===== src/rtl/gpio_irq_pkg.sv =====
package gpio_irq_pkg;

   // Byte offsets decoded by software drivers
   localparam logic [7:0] OFF_ENABLE = 8'h18;
   localparam logic [7:0] OFF_SENSE  = 8'h1C;
   localparam logic [7:0] OFF_BOTH   = 8'h20;
   localparam logic [7:0] OFF_POL    = 8'h24;
   localparam logic [7:0] OFF_RAW    = 8'h28;
   localparam logic [7:0] OFF_MASK   = 8'h2C;
   localparam logic [7:0] OFF_MSTAT  = 8'h30;
   localparam logic [7:0] OFF_CLEAR  = 8'h34;

   // Index of each writable setting inside the register file
   localparam int CFG_ENABLE = 0;
   localparam int CFG_SENSE  = 1;
   localparam int CFG_BOTH   = 2;
   localparam int CFG_POL    = 3;
   localparam int CFG_MASK   = 4;
   localparam int NUM_CFG    = 5;

   function automatic logic [7:0] cfg_offset(input int idx);
      case (idx)
         CFG_ENABLE: cfg_offset = OFF_ENABLE;
         CFG_SENSE:  cfg_offset = OFF_SENSE;
         CFG_BOTH:   cfg_offset = OFF_BOTH;
         CFG_POL:    cfg_offset = OFF_POL;
         default:    cfg_offset = OFF_MASK;
      endcase
   endfunction

endpackage


===== src/rtl/gpio_irq_sync.sv =====
module gpio_irq_sync #(
   parameter int W      = 32,
   parameter int STAGES = 2
) (
   input  logic         clk,
   input  logic         rst_n,
   input  logic [W-1:0] d_i,
   output logic [W-1:0] q_o
);

   generate
      if (STAGES < 2) begin : g_bad_stages
         $error("gpio_irq_sync: STAGES must be at least 2");
      end
   endgenerate

   logic [W-1:0] stg_q [STAGES];

   always_ff @(posedge clk or negedge rst_n) begin
      if (!rst_n) begin
         for (int s = 0; s < STAGES; s++) stg_q[s] <= '0;
      end else begin
         stg_q[0] <= d_i;
         for (int s = 1; s < STAGES; s++) stg_q[s] <= stg_q[s-1];
      end
   end

   assign q_o = stg_q[STAGES-1];

   // Cycles since reset, saturating, so the latency check never looks before reset
   logic [1:0] age_q;
   always_ff @(posedge clk or negedge rst_n) begin
      if (!rst_n)              age_q <= '0;
      else if (age_q != 2'd2)  age_q <= age_q + 2'd1;
   end

   generate
      if (STAGES == 2) begin : g_lat_chk

         sync_latency_chk: assert property (@(posedge clk) disable iff (!rst_n)
            (age_q == 2'd2) |-> (q_o == $past(d_i, 2)));
      end
   endgenerate

endmodule


===== src/rtl/gpio_irq_detect.sv =====
module gpio_irq_detect #(
   parameter int W = 32
) (
   input  logic         clk,
   input  logic         rst_n,
   input  logic [W-1:0] sync_i,
   input  logic [W-1:0] en_i,
   input  logic [W-1:0] sense_i,
   input  logic [W-1:0] both_i,
   input  logic [W-1:0] pol_i,
   input  logic [W-1:0] clr_i,
   output logic [W-1:0] raw_o
);

   logic [W-1:0] prev_q;
   logic [W-1:0] lat_q;
   logic [W-1:0] evt;

   always_ff @(posedge clk or negedge rst_n) begin
      if (!rst_n) prev_q <= '0;
      else        prev_q <= sync_i;
   end

   generate
      for (genvar i = 0; i < W; i++) begin : g_pin
         logic rise, fall, lvl_hit;

         assign rise    = sync_i[i] & ~prev_q[i];
         assign fall    = ~sync_i[i] & prev_q[i];
         // either-edge overrides the polarity choice
         assign evt[i]  = both_i[i] ? (rise | fall) : (pol_i[i] ? rise : fall);
         assign lvl_hit = (sync_i[i] == pol_i[i]);

         // new event has priority over a simultaneous clear
         always_ff @(posedge clk or negedge rst_n) begin
            if (!rst_n) lat_q[i] <= 1'b0;
            else        lat_q[i] <= en_i[i] & ~sense_i[i] & (evt[i] | (lat_q[i] & ~clr_i[i]));
         end

         assign raw_o[i] = en_i[i] & (sense_i[i] ? lvl_hit : lat_q[i]);


         sticky_hold_chk: assert property (@(posedge clk) disable iff (!rst_n)
            (lat_q[i] && en_i[i] && !sense_i[i] && !clr_i[i]) |=> lat_q[i]);

         clear_drop_chk: assert property (@(posedge clk) disable iff (!rst_n)
            (clr_i[i] && !evt[i]) |=> !lat_q[i]);

         event_wins_chk: assert property (@(posedge clk) disable iff (!rst_n)
            (evt[i] && en_i[i] && !sense_i[i]) |=> lat_q[i]);
      end
   endgenerate

endmodule


===== src/rtl/gpio_irq_regs.sv =====
module gpio_irq_regs
   import gpio_irq_pkg::*;
#(
   parameter int W  = 32,
   parameter int AW = 8
) (
   input  logic          clk,
   input  logic          rst_n,
   input  logic          sel_i,
   input  logic          wr_i,
   input  logic [AW-1:0] addr_i,
   input  logic [31:0]   wdata_i,
   input  logic [W-1:0]  raw_i,
   input  logic [W-1:0]  mstat_i,
   output logic [W-1:0]  en_o,
   output logic [W-1:0]  sense_o,
   output logic [W-1:0]  both_o,
   output logic [W-1:0]  pol_o,
   output logic [W-1:0]  mask_o,
   output logic [W-1:0]  clr_o,
   output logic [31:0]   rdata_o
);

   generate
      if (W < 1 || W > 32) begin : g_bad_w
         $error("gpio_irq_regs: W must be 1..32");
      end
      if (AW < 6) begin : g_bad_aw
         $error("gpio_irq_regs: AW must be at least 6");
      end
   endgenerate

   logic [W-1:0] cfg_q [NUM_CFG];
   logic         wr_hit;

   assign wr_hit = sel_i & wr_i;

   always_ff @(posedge clk or negedge rst_n) begin
      if (!rst_n) begin
         for (int k = 0; k < NUM_CFG; k++) cfg_q[k] <= '0;
      end else if (wr_hit) begin
         for (int k = 0; k < NUM_CFG; k++)
            if (addr_i == AW'(cfg_offset(k))) cfg_q[k] <= wdata_i[W-1:0];
      end
   end

   assign en_o    = cfg_q[CFG_ENABLE];
   assign sense_o = cfg_q[CFG_SENSE];
   assign both_o  = cfg_q[CFG_BOTH];
   assign pol_o   = cfg_q[CFG_POL];
   assign mask_o  = cfg_q[CFG_MASK];
   assign clr_o   = (wr_hit && addr_i == AW'(OFF_CLEAR)) ? wdata_i[W-1:0] : '0;

   always_comb begin
      rdata_o = '0;
      if (sel_i) begin
         for (int k = 0; k < NUM_CFG; k++)
            if (addr_i == AW'(cfg_offset(k))) rdata_o = 32'(cfg_q[k]);
         if (addr_i == AW'(OFF_RAW))   rdata_o = 32'(raw_i);
         if (addr_i == AW'(OFF_MSTAT)) rdata_o = 32'(mstat_i);
      end
   end


   clear_reads_zero_chk: assert property (@(posedge clk) disable iff (!rst_n)
      (sel_i && addr_i == AW'(OFF_CLEAR)) |-> (rdata_o == 32'd0));

endmodule


===== src/rtl/gpio_irq_unit.sv =====
module gpio_irq_unit #(
   parameter int NPIN        = 32,
   parameter int AW          = 8,
   parameter int SYNC_STAGES = 2
) (
   input  logic            clk,
   input  logic            rst_n,
   input  logic [NPIN-1:0] pin_i,
   input  logic            bus_sel_i,
   input  logic            bus_wr_i,
   input  logic [AW-1:0]   bus_addr_i,
   input  logic [31:0]     bus_wdata_i,
   output logic [31:0]     bus_rdata_o,
   output logic            irq_o
);

   logic [NPIN-1:0] pin_s;
   logic [NPIN-1:0] en_w, sense_w, both_w, pol_w, mask_w, clr_w;
   logic [NPIN-1:0] raw_w, mstat_w;

   gpio_irq_sync #(.W(NPIN), .STAGES(SYNC_STAGES)) u_sync (
      .clk   (clk),
      .rst_n (rst_n),
      .d_i   (pin_i),
      .q_o   (pin_s)
   );

   gpio_irq_detect #(.W(NPIN)) u_detect (
      .clk     (clk),
      .rst_n   (rst_n),
      .sync_i  (pin_s),
      .en_i    (en_w),
      .sense_i (sense_w),
      .both_i  (both_w),
      .pol_i   (pol_w),
      .clr_i   (clr_w),
      .raw_o   (raw_w)
   );

   gpio_irq_regs #(.W(NPIN), .AW(AW)) u_regs (
      .clk     (clk),
      .rst_n   (rst_n),
      .sel_i   (bus_sel_i),
      .wr_i    (bus_wr_i),
      .addr_i  (bus_addr_i),
      .wdata_i (bus_wdata_i),
      .raw_i   (raw_w),
      .mstat_i (mstat_w),
      .en_o    (en_w),
      .sense_o (sense_w),
      .both_o  (both_w),
      .pol_o   (pol_w),
      .mask_o  (mask_w),
      .clr_o   (clr_w),
      .rdata_o (bus_rdata_o)
   );

   assign mstat_w = raw_w & en_w & ~mask_w;
   assign irq_o   = |mstat_w;


   full_mask_quiet_chk: assert property (@(posedge clk) disable iff (!rst_n)
      (&mask_w) |-> !irq_o);

   disabled_quiet_chk: assert property (@(posedge clk) disable iff (!rst_n)
      (en_w == '0) |-> (!irq_o && raw_w == '0));

endmodule


===== config.mk =====
export PLATFORM = sky130hd
export DESIGN_NAME = gpio_irq_unit
export DESIGN_NICKNAME = d
export VERILOG_FILES = /design/src/rtl/gpio_irq_pkg.sv /design/src/rtl/gpio_irq_sync.sv /design/src/rtl/gpio_irq_detect.sv /design/src/rtl/gpio_irq_regs.sv /design/src/rtl/gpio_irq_unit.sv
export SDC_FILE = /design/constraint.sdc
export NUM_CORES = 1
export LEC_CHECK = 0
export BUFFER_PORTS_ARGS = -buffer_cell sky130_fd_sc_hd__buf_2
export CORE_UTILIZATION = 56
export CTS_CLUSTER_SIZE = 20
export DETAILED_ROUTE_END_ITERATION = 10
export PLACE_DENSITY = 0.8
export SLEW_MARGIN = 20
export SYNTH_ARGS = -nofsm -noshare
export SYNTH_HDL_FRONTEND = slang
export SYNTH_SLANG_ARGS = --single-unit

===== constraint.sdc =====
create_clock -name clk -period 5.8 [get_ports clk]
set_clock_uncertainty 0.05 [all_clocks]
set_input_delay 1.16 -clock clk [delete_from_list [all_inputs] [get_ports clk]]
set_output_delay 1.16 -clock clk [all_outputs]
set_load 0.05 [all_outputs]

==> results of run 1 <==
[critical path: cells and delay by family]
family / cells / cell delay [ns]
AND/OR/NAND/NOR: 3 / 1.69
buffers and inverters: 2 / 0.46
AO/OA/AOI/OAI: 2 / 0.43
[registers in the layout, indices dropped and copies added (netlist names)]
name / flops
u_sync.stg_q: 32
u_regs.pol_o: 32
u_regs.sense_o: 32
u_detect.prev_q: 32
u_detect.lat_q: 32
u_sync.q_o: 32
u_regs.mask_o: 32
u_regs.en_o: 32
u_regs.both_o: 32
[cells by family (layout without fill, tap and decap cells)]
family / Yosys count / after routing / synth area share, %
AO/OA/AOI/OAI: 292 / 292 / 12.0
XOR/XNOR: 32 / 32 / 1.92
adder cells (fa/ha/maj): 64 / 64 / 5.36
buffers and inverters: 134 / 271 / 3.71
flip-flops: 288 / 288 / 48.2
multiplexers: 225 / 225 / 16.5
other: 0 / 4 / 0
AND/OR/NAND/NOR: 312 / 312 / 12.3
[power by group through the flow]
stage | Sequential (mW) | Clock, mW | Combinational [mW]
floorplan | 2.17 | 0 | 0.187
global placement | 2.18 | 0 | 0.319
detailed placement | 2.19 | 0 | 0.331
CTS | 2.15 | 1.95 | 0.335
global route | 2.16 | 2.03 | 0.373
finish | 2.15 | 1.93 | 0.335
[final timing paths]
path | startpoint | to | slack (ns) | cells past startpoint
max | bus_addr_i[1] | bus_rdata_o[11] | 0.85 | 7
min | u_sync.stg_q[34] | u_sync.q_o[2] | 0.30 | 0
max reg2reg | u_sync.q_o[30] | u_detect.lat_q[30] | 4.25 | 7
min reg2reg | u_sync.stg_q[34] | u_sync.q_o[2] | 0.30 | 0
max in group asynchronous | rst_n | u_sync.stg_q[53] | 3.66 | 2
min in group asynchronous | rst_n | u_sync.stg_q[39] | 0.55 | 1
[per-layer routing]
layer | vias up | routed length (µm) | GRT usage, %
li1 | 5129 | - | -
met1 | 5674 | 16100 | 38.8
met2 | 522 | 18100 | 46.2
met3 | 103 | 3080 | 5.34
met4 | 0 | 1440 | 11.7
met5 | - | 0 | 0
[area by class of cell]
| class | instances | area share (%) |
|---|---|---|
| sequential | 288 | 42.4 |
| clock inverter | 10 | 0.612 |
| clock buffer | 43 | 5.25 |
| inverter | 77 | 1.70 |
| multi-input combinational | 925 | 42.6 |
| antenna | 4 | 0.0589 |
| timing repair buffer | 141 | 4.86 |
| tap | 335 | 2.47 |
[cell usage in the layout, fill, tap and decap left out, types with 5 or more instances in the layout]
cell type,synthesis,layout
o211ai_1,16,16
dfrtp_1,288,288
o21ai_0,56,56
a211oi_1,34,34
clkinv_2,0,7
clkbuf_8,0,7
nand3_1,23,23
nor3_1,14,14
o22ai_1,23,23
nand3b_1,7,7
nor3b_1,31,31
a21oi_1,98,98
ha_1,64,64
xnor2_1,21,21
buf_4,4,32
nor2b_1,45,45
nand4b_1,10,10
nand2b_1,7,7
clkbuf_16,0,31
mux2i_1,57,57
o21ai_1,13,13
mux2_1,64,64
xor2_1,10,10
a21boi_1,7,7
buf_2,29,106
inv_1,77,77
nor2_1,30,30
nand2_1,87,87
nor4bb_1,21,21
a32oi_1,10,10
mux2_2,104,104
clkbuf_1,22,5
==> impl_metrics.tcl, run 1 <==
set metrics [dict create \
    cp-end-kind "output port" \
    route.vias.total 11428 \
    cts_num_sinks 288 \
    p_int_mw 3.36 \
    fin_tns_setup_ns 0 \
    multi_input_area_mm2 0.00723 \
    post_drt_wl_per_cell_um 21.2 \
    synth_edf_count 0 \
    cts_resized 0 \
    synth.distinct_cells 69 \
    ir_drop_mv 0.235 \
    critical_path.max_fanout 10 \
    slowest_delay_ns 0.65 \
    status "finished with violations" \
    yosys.area.top_type "dfrtp_1" \
    crit_top_cell "buf_2" \
    postRouteAntennaNets 0 \
    cts_buffers 31 \
    synth.most_common_cell "dfrtp_1" \
    insertion_delay_ns 0.57 \
    drc 24 \
    netSwitchingPower_mw 1.06 \
    fillers 2025 \
    slew_headroom_pct 28.2 \
    clock_path_buffers 3 \
    fin_crit_sh_pct 85.4 \
    dp.cells 1766 \
    ys.warnings.count 0 \
    grt_setup_unrepaired "no" \
    report.power.total_mw 4.42 \
    instances_no_fill 1823 \
    grt_max_degree 115 \
    hp-class "register to register" \
    crit_arrival_ns 3.74 \
    htree_levels 1 \
    synth_area_leaders "dfrtp_1 (48%), mux2_2 (7.8%), ha_1 (5.4%)" \
    hold_viol_final 0 \
    ys_seq_area_share_pct 48.2 \
    grt_pass1_vias 11022 \
    port_buffers 108 \
    fmax_ghz 0.202 \
    syn_nets 1487 \
    worst_slack_ns 0.845 \
    crit_type "primary input to output port" \
    cp.required_ns 4.59 \
    syn_area_per_cell_um2 11.1 \
    utilization_pct 65.0 \
    path_clk_slew_ns 0.06 \
    finalHoldWorstSlack_ns 0.296 \
    drv_cap 0 \
    violations "DRC" \
    power_density_mw_per_mm2 260 \
    cts_root_buf "clkbuf_16" \
    cts_tree "built" \
    place_congestion 0.896 \
    antenna_found_initial 3 \
    area_delta_synth_final_pct 13.6 \
    hpwl_um 25700 \
    seqPwrFrac_pct 48.7 \
    final_max_slew_viol_count 0 \
    cp_slowest_cell "nor4_2" \
    clkPwrFrac_pct 43.7 \
    async_flop_share_pct 100 \
    netlist.area_leader.share_pct 48.2 \
    synth_flop_cell "dfrtp_1" \
    dieArea_mm2 0.0274 \
    switching_share_pct 24.0 \
    drt-initial-drc-count 876 \
    combPwrFrac_pct 7.6 \
    detail_route.first_pass.iterations 8 \
    viasPerCell 6.27 \
    grt.overflow.total 0 \
    netlist_area_mm2 0.0150 \
    ctsHoldBuffers 0 \
    path_cells "buf_2 > nor4_2 > nand2_1 > o31ai_1 > a31oi_1 > nor4b_1 > buf_2" \
    nets 1604 \
    wl_um 38700 \
    start_util_pct 57.2 \
    p_leak_nw 8.12 \
    core_mm2 0.0261 \
    fp.dieW_um 165 \
    postSynthCellCount 1347 \
    dpl_cell_area_mm2 0.0160 \
    drive_above_1_share_pct 20.6 \
    period_needed_ns 4.95 \
    register_area_mm2 0.00721 \
    grt_pass1_wl_um 60500 \
    grt_use_total_pct 28.8 \
    synth_common_cells "dfrtp_1 (288), mux2_2 (104), a21oi_1 (98)" \
    stdcell_area_mm2 0.0170 \
    die_y_um 165 \
    ioPinCount 109 \
    place_ws_ns 0.826 \
    setup_viol 0 \
    rows 59 \
    ys_ff_latch 288 \
    tightest_slew_ns 1.06 \
    start_kind "primary input" \
    post_cts_buffers 0 \
]
No activity file was read; power rests on OpenSTA's default activity.
==> run 2: changes to the inputs <==
CORE_ASPECT_RATIO = 1.2   (was not set)
PLACE_DENSITY = not set   (was 0.8)
PLACE_DENSITY_LB_ADDON = 0.15   (was not set)
==> impl_metrics.tcl, run 2 (synthesized netlist as in run 1, its figures left out) <==
set metrics [dict create \
    status "completed" \
    drt-initial-drc-count 728 \
    whs_endpoint "u_sync.q_o[25]" \
    route.vias.total 11261 \
    ioPinCount 109 \
    grt_use_total_pct 29.4 \
    ctsHoldBuffers 0 \
    cp.required_ns 4.59 \
    hp-class "register to register" \
    final_max_slew_viol_count 0 \
    drc 0 \
    mostFrequentLayoutCells "dfrtp_1 (288), buf_2 (106), mux2_2 (104)" \
    grt_pass1_vias 11324 \
    crit_arrival_ns 3.87 \
    ir_drop_mv 0.289 \
    clock_path_buffers 3 \
    report.power.total_mw 4.59 \
    period_needed_ns 5.08 \
    slew_headroom_pct 35.1 \
    drive_above_1_share_pct 20.8 \
    place_congestion 0.858 \
    hp-start "u_sync.stg_q[57]" \
    regToRegSetupSlack_ns 4.29 \
    finalHoldWorstSlack_ns 0.294 \
    htree_levels 2 \
    rr_startpoint "u_sync.q_o[7]" \
    grt_pass1_wl_um 61400 \
    hpwl_um 25500 \
    p_leak_nw 8.16 \
    place_ws_ns 0.778 \
    nets 1603 \
    cts_num_sinks 288 \
    detail_route.first_pass.iterations 5 \
    hold_viol_final 0 \
    antenna_found_initial 4 \
    core_mm2 0.0263 \
    path_cells "buf_2 > or4_1 > nor2_1 > buf_4 > a311oi_1 > nor3_1 > buf_2" \
    post_drt_wl_per_cell_um 21.4 \
    utilization_pct 65.0 \
    rows 65 \
    tightest_slew_ns 0.973 \
    cp_slowest_cell "or4_1" \
    instances_no_fill 1823 \
    cp-end-kind "output port" \
    worstRegToRegCells 7 \
    cts_root_buf "clkbuf_16" \
    fin_crit_sh_pct 87.5 \
    post_cts_buffers 0 \
    worst_slack_ns 0.723 \
    setup_viol 0 \
    reg2reg_to "u_detect.lat_q[7]" \
    slowest_delay_ns 0.81 \
    fin_tns_setup_ns 0 \
    grt_max_degree 121 \
    critical_path.max_fanout 10 \
    dp.cells 1762 \
    area_delta_synth_final_pct 14.1 \
    die_y_um 181 \
    cpLargestDelayFamily "simple AND/OR/NAND/NOR gates" \
    cts_tree "built" \
    fp.dieW_um 151 \
    postRouteAntennaNets 0 \
    cts_resized 0 \
    grt_setup_unrepaired "no" \
    hold_depth 0 \
    crit_top_cell "buf_2" \
    fmax_ghz 0.197 \
    grt.overflow.total 0 \
    crit_type "primary input to output port" \
    stdcell_area_mm2 0.0171 \
    path_clk_slew_ns 0.06 \
    start_util_pct 56.9 \
    port_buffers 108 \
    final_common_cell "dfrtp_1" \
    power_density_mw_per_mm2 269 \
    dpl_cell_area_mm2 0.0159 \
    wl_um 39000 \
    insertion_delay_ns 0.52 \
    start_kind "primary input" \
    dieArea_mm2 0.0274 \
    drv_cap 0 \
    viasPerCell 6.18 \
    crit_buf_inv 3 \
    cts_buffers 34 \
]
==> run 2: changes by cell type in the layout (fill, tap and decap cells not counted), sizes merged <==
cell	previous run	this run
diode	4	2
inv	78	79
buf	141	137
clkinv	7	8
clkbuf	43	47
==> run 2: worst register-to-register path, stage by stage, from the launching register on <==
cell	delay (ns)
dfrtp_1	0.44
inv_1	0.07
ha_1	0.19
and2b_1	0.15
a211oi_1	0.19
a21oi_1	0.10
a21oi_1	0.15
nor3b_1	0.07
==> run 2: final cells by class <==
cell class	count	area (µm²)
fill	2133	9200
multi-input combinational	925	7240
sequential	288	7210
clock buffer	47	980
timing repair buffer	137	796
tap	335	419
inverter	77	289
clock inverter	12	133
antenna	2	5.00
==> run 2: worst max path at each step <==
stage / start / endpoint / slack [ns] / cells after the start
6_report: bus_addr_i[1] / bus_rdata_o[27] / 0.72 / 7
5_1_grt: bus_addr_i[1] / bus_rdata_o[27] / 0.67 / 7
4_1_cts: bus_addr_i[1] / bus_rdata_o[22] / 0.77 / 6
3_5_place_dp: bus_addr_i[1] / bus_rdata_o[22] / 0.78 / 6
3_3_place_gp: bus_addr_i[1] / bus_rdata_o[11] / 0.78 / 7
2_1_floorplan: bus_addr_i[1] / bus_rdata_o[11] / 0.41 / 8
==> run 2: power breakdown <==
group,leakage [nW],switching (mW),total (mW),internal (mW)
combinational,3.87,0.200,0.333,0.133
clock,0.554,0.833,2.11,1.27
sequential,3.73,0.0706,2.15,2.08
==> run 2: metal layers <==
metal	share of wire, %	track usage, %	vias to the layer above
met5	0.067	0	-
met4	3.7	12.3	4
met3	6.4	4.85	109
met2	49	48.0	394
met1	41	38.4	5637
li1	-	-	5117
==> run 3: changes to the inputs <==
ABC_AREA = 1   (was not set)
==> impl_metrics.tcl, run 3 <==
set metrics [dict create \
    status "completed" \
    power_density_mw_per_mm2 263 \
    ioPinCount 109 \
    cpLargestDelayFamily "simple AND/OR/NAND/NOR gates" \
    cp.depth 11 \
    ys.warnings.count 0 \
    finalHoldWorstSlack_ns 0.296 \
    drt-initial-drc-count 1060 \
    cp.required_ns 4.59 \
    mostFrequentLayoutCells "nand2_1 (605), dfrtp_1 (288), inv_1 (241)" \
    register_area_mm2 0.00721 \
    cp-end-kind "output port" \
    grt_pass1_vias 11905 \
    crit_start "bus_addr_i[3]" \
    num_antenna_cells 0 \
    crit_arrival_ns 3.42 \
    slew_headroom_pct 37.0 \
    critical_path.max_fanout 14 \
    final_common_cell "nand2_1" \
    rows 64 \
    path_cells "buf_2 > nand2_1 > nor2_2 > and2_1 > nand2_1 > nand2_1 > nor2_1 > nand4_1 > nand2_1 > inv_1 > buf_2" \
    report.power.total_mw 4.30 \
    cts_tree "built" \
    syn_nets 2021 \
    grt_use_total_pct 29.0 \
    final_max_slew_viol_count 0 \
    ctsHoldBuffers 0 \
    cts_root_buf "clkbuf_16" \
    tightest_slew_ns 0.941 \
    ir_drop_mv 0.283 \
    grt_setup_unrepaired "no" \
    drv_cap 0 \
    slowest_delay_ns 0.77 \
    path_clk_slew_ns 0.06 \
    viasPerCell 5.42 \
    crit_end "bus_rdata_o[31]" \
    yosys.area.top_type "dfrtp_1" \
    instances_no_fill 2319 \
    post_cts_buffers 0 \
    fmax_ghz 0.216 \
    grt.overflow.total 0 \
    port_buffers 108 \
    synth.most_common_cell "nand2_1" \
    synth_flop_cell "dfrtp_1" \
    antenna_found_initial 0 \
    fp.dieW_um 149 \
    drc 0 \
    grt_pass1_wl_um 60100 \
    route.vias.total 12575 \
    crit_type "primary input to output port" \
    crit_buf_inv 3 \
    ys_ff_latch 288 \
    drive_above_1_share_pct 10.0 \
    synth_edf_count 0 \
    synth_area_leaders "dfrtp_1 (49%), nand2_1 (16%), inv_1 (6.2%)" \
    hpwl_um 23500 \
    dp.cells 2266 \
    stdcell_area_mm2 0.0163 \
    synth_common_cells "nand2_1 (606), dfrtp_1 (288), inv_1 (241)" \
    cts_resized 0 \
    cts_num_sinks 288 \
    ys_seq_area_share_pct 49.3 \
    setup_viol 0 \
    core_mm2 0.0255 \
    period_needed_ns 4.63 \
    multi_input_area_mm2 0.00613 \
    reg2reg_to "u_detect.lat_q[3]" \
    cp_slowest_cell "and2_1" \
    fin_tns_setup_ns 0 \
    postRouteAntennaNets 0 \
    wl_um 37600 \
    fillers 2230 \
    place_congestion 0.830 \
    grt_max_degree 112 \
    synth.distinct_cells 28 \
    dpl_cell_area_mm2 0.0153 \
    start_util_pct 57.2 \
    htree_levels 1 \
    dieArea_mm2 0.0268 \
    netlist.area_leader.share_pct 49.3 \
    netlist_area_mm2 0.0146 \
    cts_buffers 30 \
    clock_path_buffers 3 \
    nets 2108 \
    regToRegSetupSlack_ns 4.44 \
    hold_viol_final 0 \
    fin_crit_sh_pct 79.9 \
    start_kind "primary input" \
    p_leak_nw 8.04 \
    hp-class "register to register" \
    die_y_um 179 \
    crit_top_cell "nand2_1" \
    detail_route.first_pass.iterations 6 \
    rr_startpoint "u_sync.q_o[3]" \
    area_delta_synth_final_pct 11.7 \
    async_flop_share_pct 100 \
    post_drt_wl_per_cell_um 16.2 \
    insertion_delay_ns 0.55 \
    worstRegToRegCells 5 \
    postSynthCellCount 1881 \
    syn_area_per_cell_um2 7.77 \
]
-- run 3: cell count changes after synthesis, moves of 21 or more --
cell | before | now
o22ai_1 | 23 | 0
nor4bb_1 | 21 | 0
xnor2_1 | 21 | 0
nor2_1 | 30 | 152
nor3b_1 | 31 | 0
nand2_1 | 87 | 606
mux2_1 | 64 | 0
a21oi_1 | 98 | 45
mux2_2 | 104 | 0
inv_1 | 77 | 241
nand3_1 | 23 | 121
nor2b_1 | 45 | 0
mux2i_1 | 57 | 0
o21ai_0 | 56 | 169
-- run 3: area by class of cell --
type                    count  area share [%]
multi-input cells        1278            37.5
flip-flops and latches    288            44.1
inverters                 248            5.70
well taps                 330            2.53
repair buffers            122            4.09
clock inverters             9           0.598
clock buffers              44            5.42
-- run 3: worst min-delay path by stage --
| stage | from | endpoint | slack (ns) | cells past startpoint |
|---|---|---|---|---|
| final | u_sync.stg_q[41] | u_sync.q_o[9] | 0.30 | 0 |
| after global routing | u_sync.stg_q[34] | u_sync.q_o[2] | 0.30 | 0 |
| after CTS | u_sync.stg_q[44] | u_sync.q_o[12] | 0.30 | 0 |
| after detailed placement | u_sync.stg_q[58] | u_sync.q_o[26] | 0.28 | 0 |
| after global placement | u_sync.stg_q[61] | u_sync.q_o[29] | 0.28 | 0 |
| after floorplan | u_sync.stg_q[32] | u_sync.q_o[0] | 0.28 | 0 |
-- run 3: metal layers --
layer  vias to the layer above  wire length, µm  track usage, %
met5                         -                0               0
met4                         0             1470            12.8
met3                       109             2660            3.74
met2                       444            18000            48.2
met1                      5916            15500            37.7
li1                       6106                -               -
-- run 3: kinds of logic (layout without fill, tap and decap cells) --
| kind of cell | count (synthesis) | in the layout | share of synthesized area (%) |
|---|---|---|---|
| and+or+nand+nor | 924 | 924 | 25.7 |
| buffers and inverters | 315 | 423 | 8.84 |
| AOI/OAI and AO/OA | 290 | 290 | 10.7 |
| DFF | 288 | 288 | 49.3 |
| adders and majority gates | 64 | 64 | 5.48 |
-- run 3: stage by stage --
stage | worst slack (ns) | utilization, %
after detailed placement | 1.23 | 60.1
after global routing | 0.999 | 63.9
after global placement | 1.30 | 60.1
after CTS | 1.21 | 63.9
after floorplan | 1.80 | -
final | 1.17 | 63.9
-- run 3: power by group --
group	internal [mW]	switching (mW)	total, mW
combinational	0.0791	0.164	0.243
sequential	2.08	0.0561	2.13
clock	1.14	0.785	1.92
total	3.29	1.01	4.30
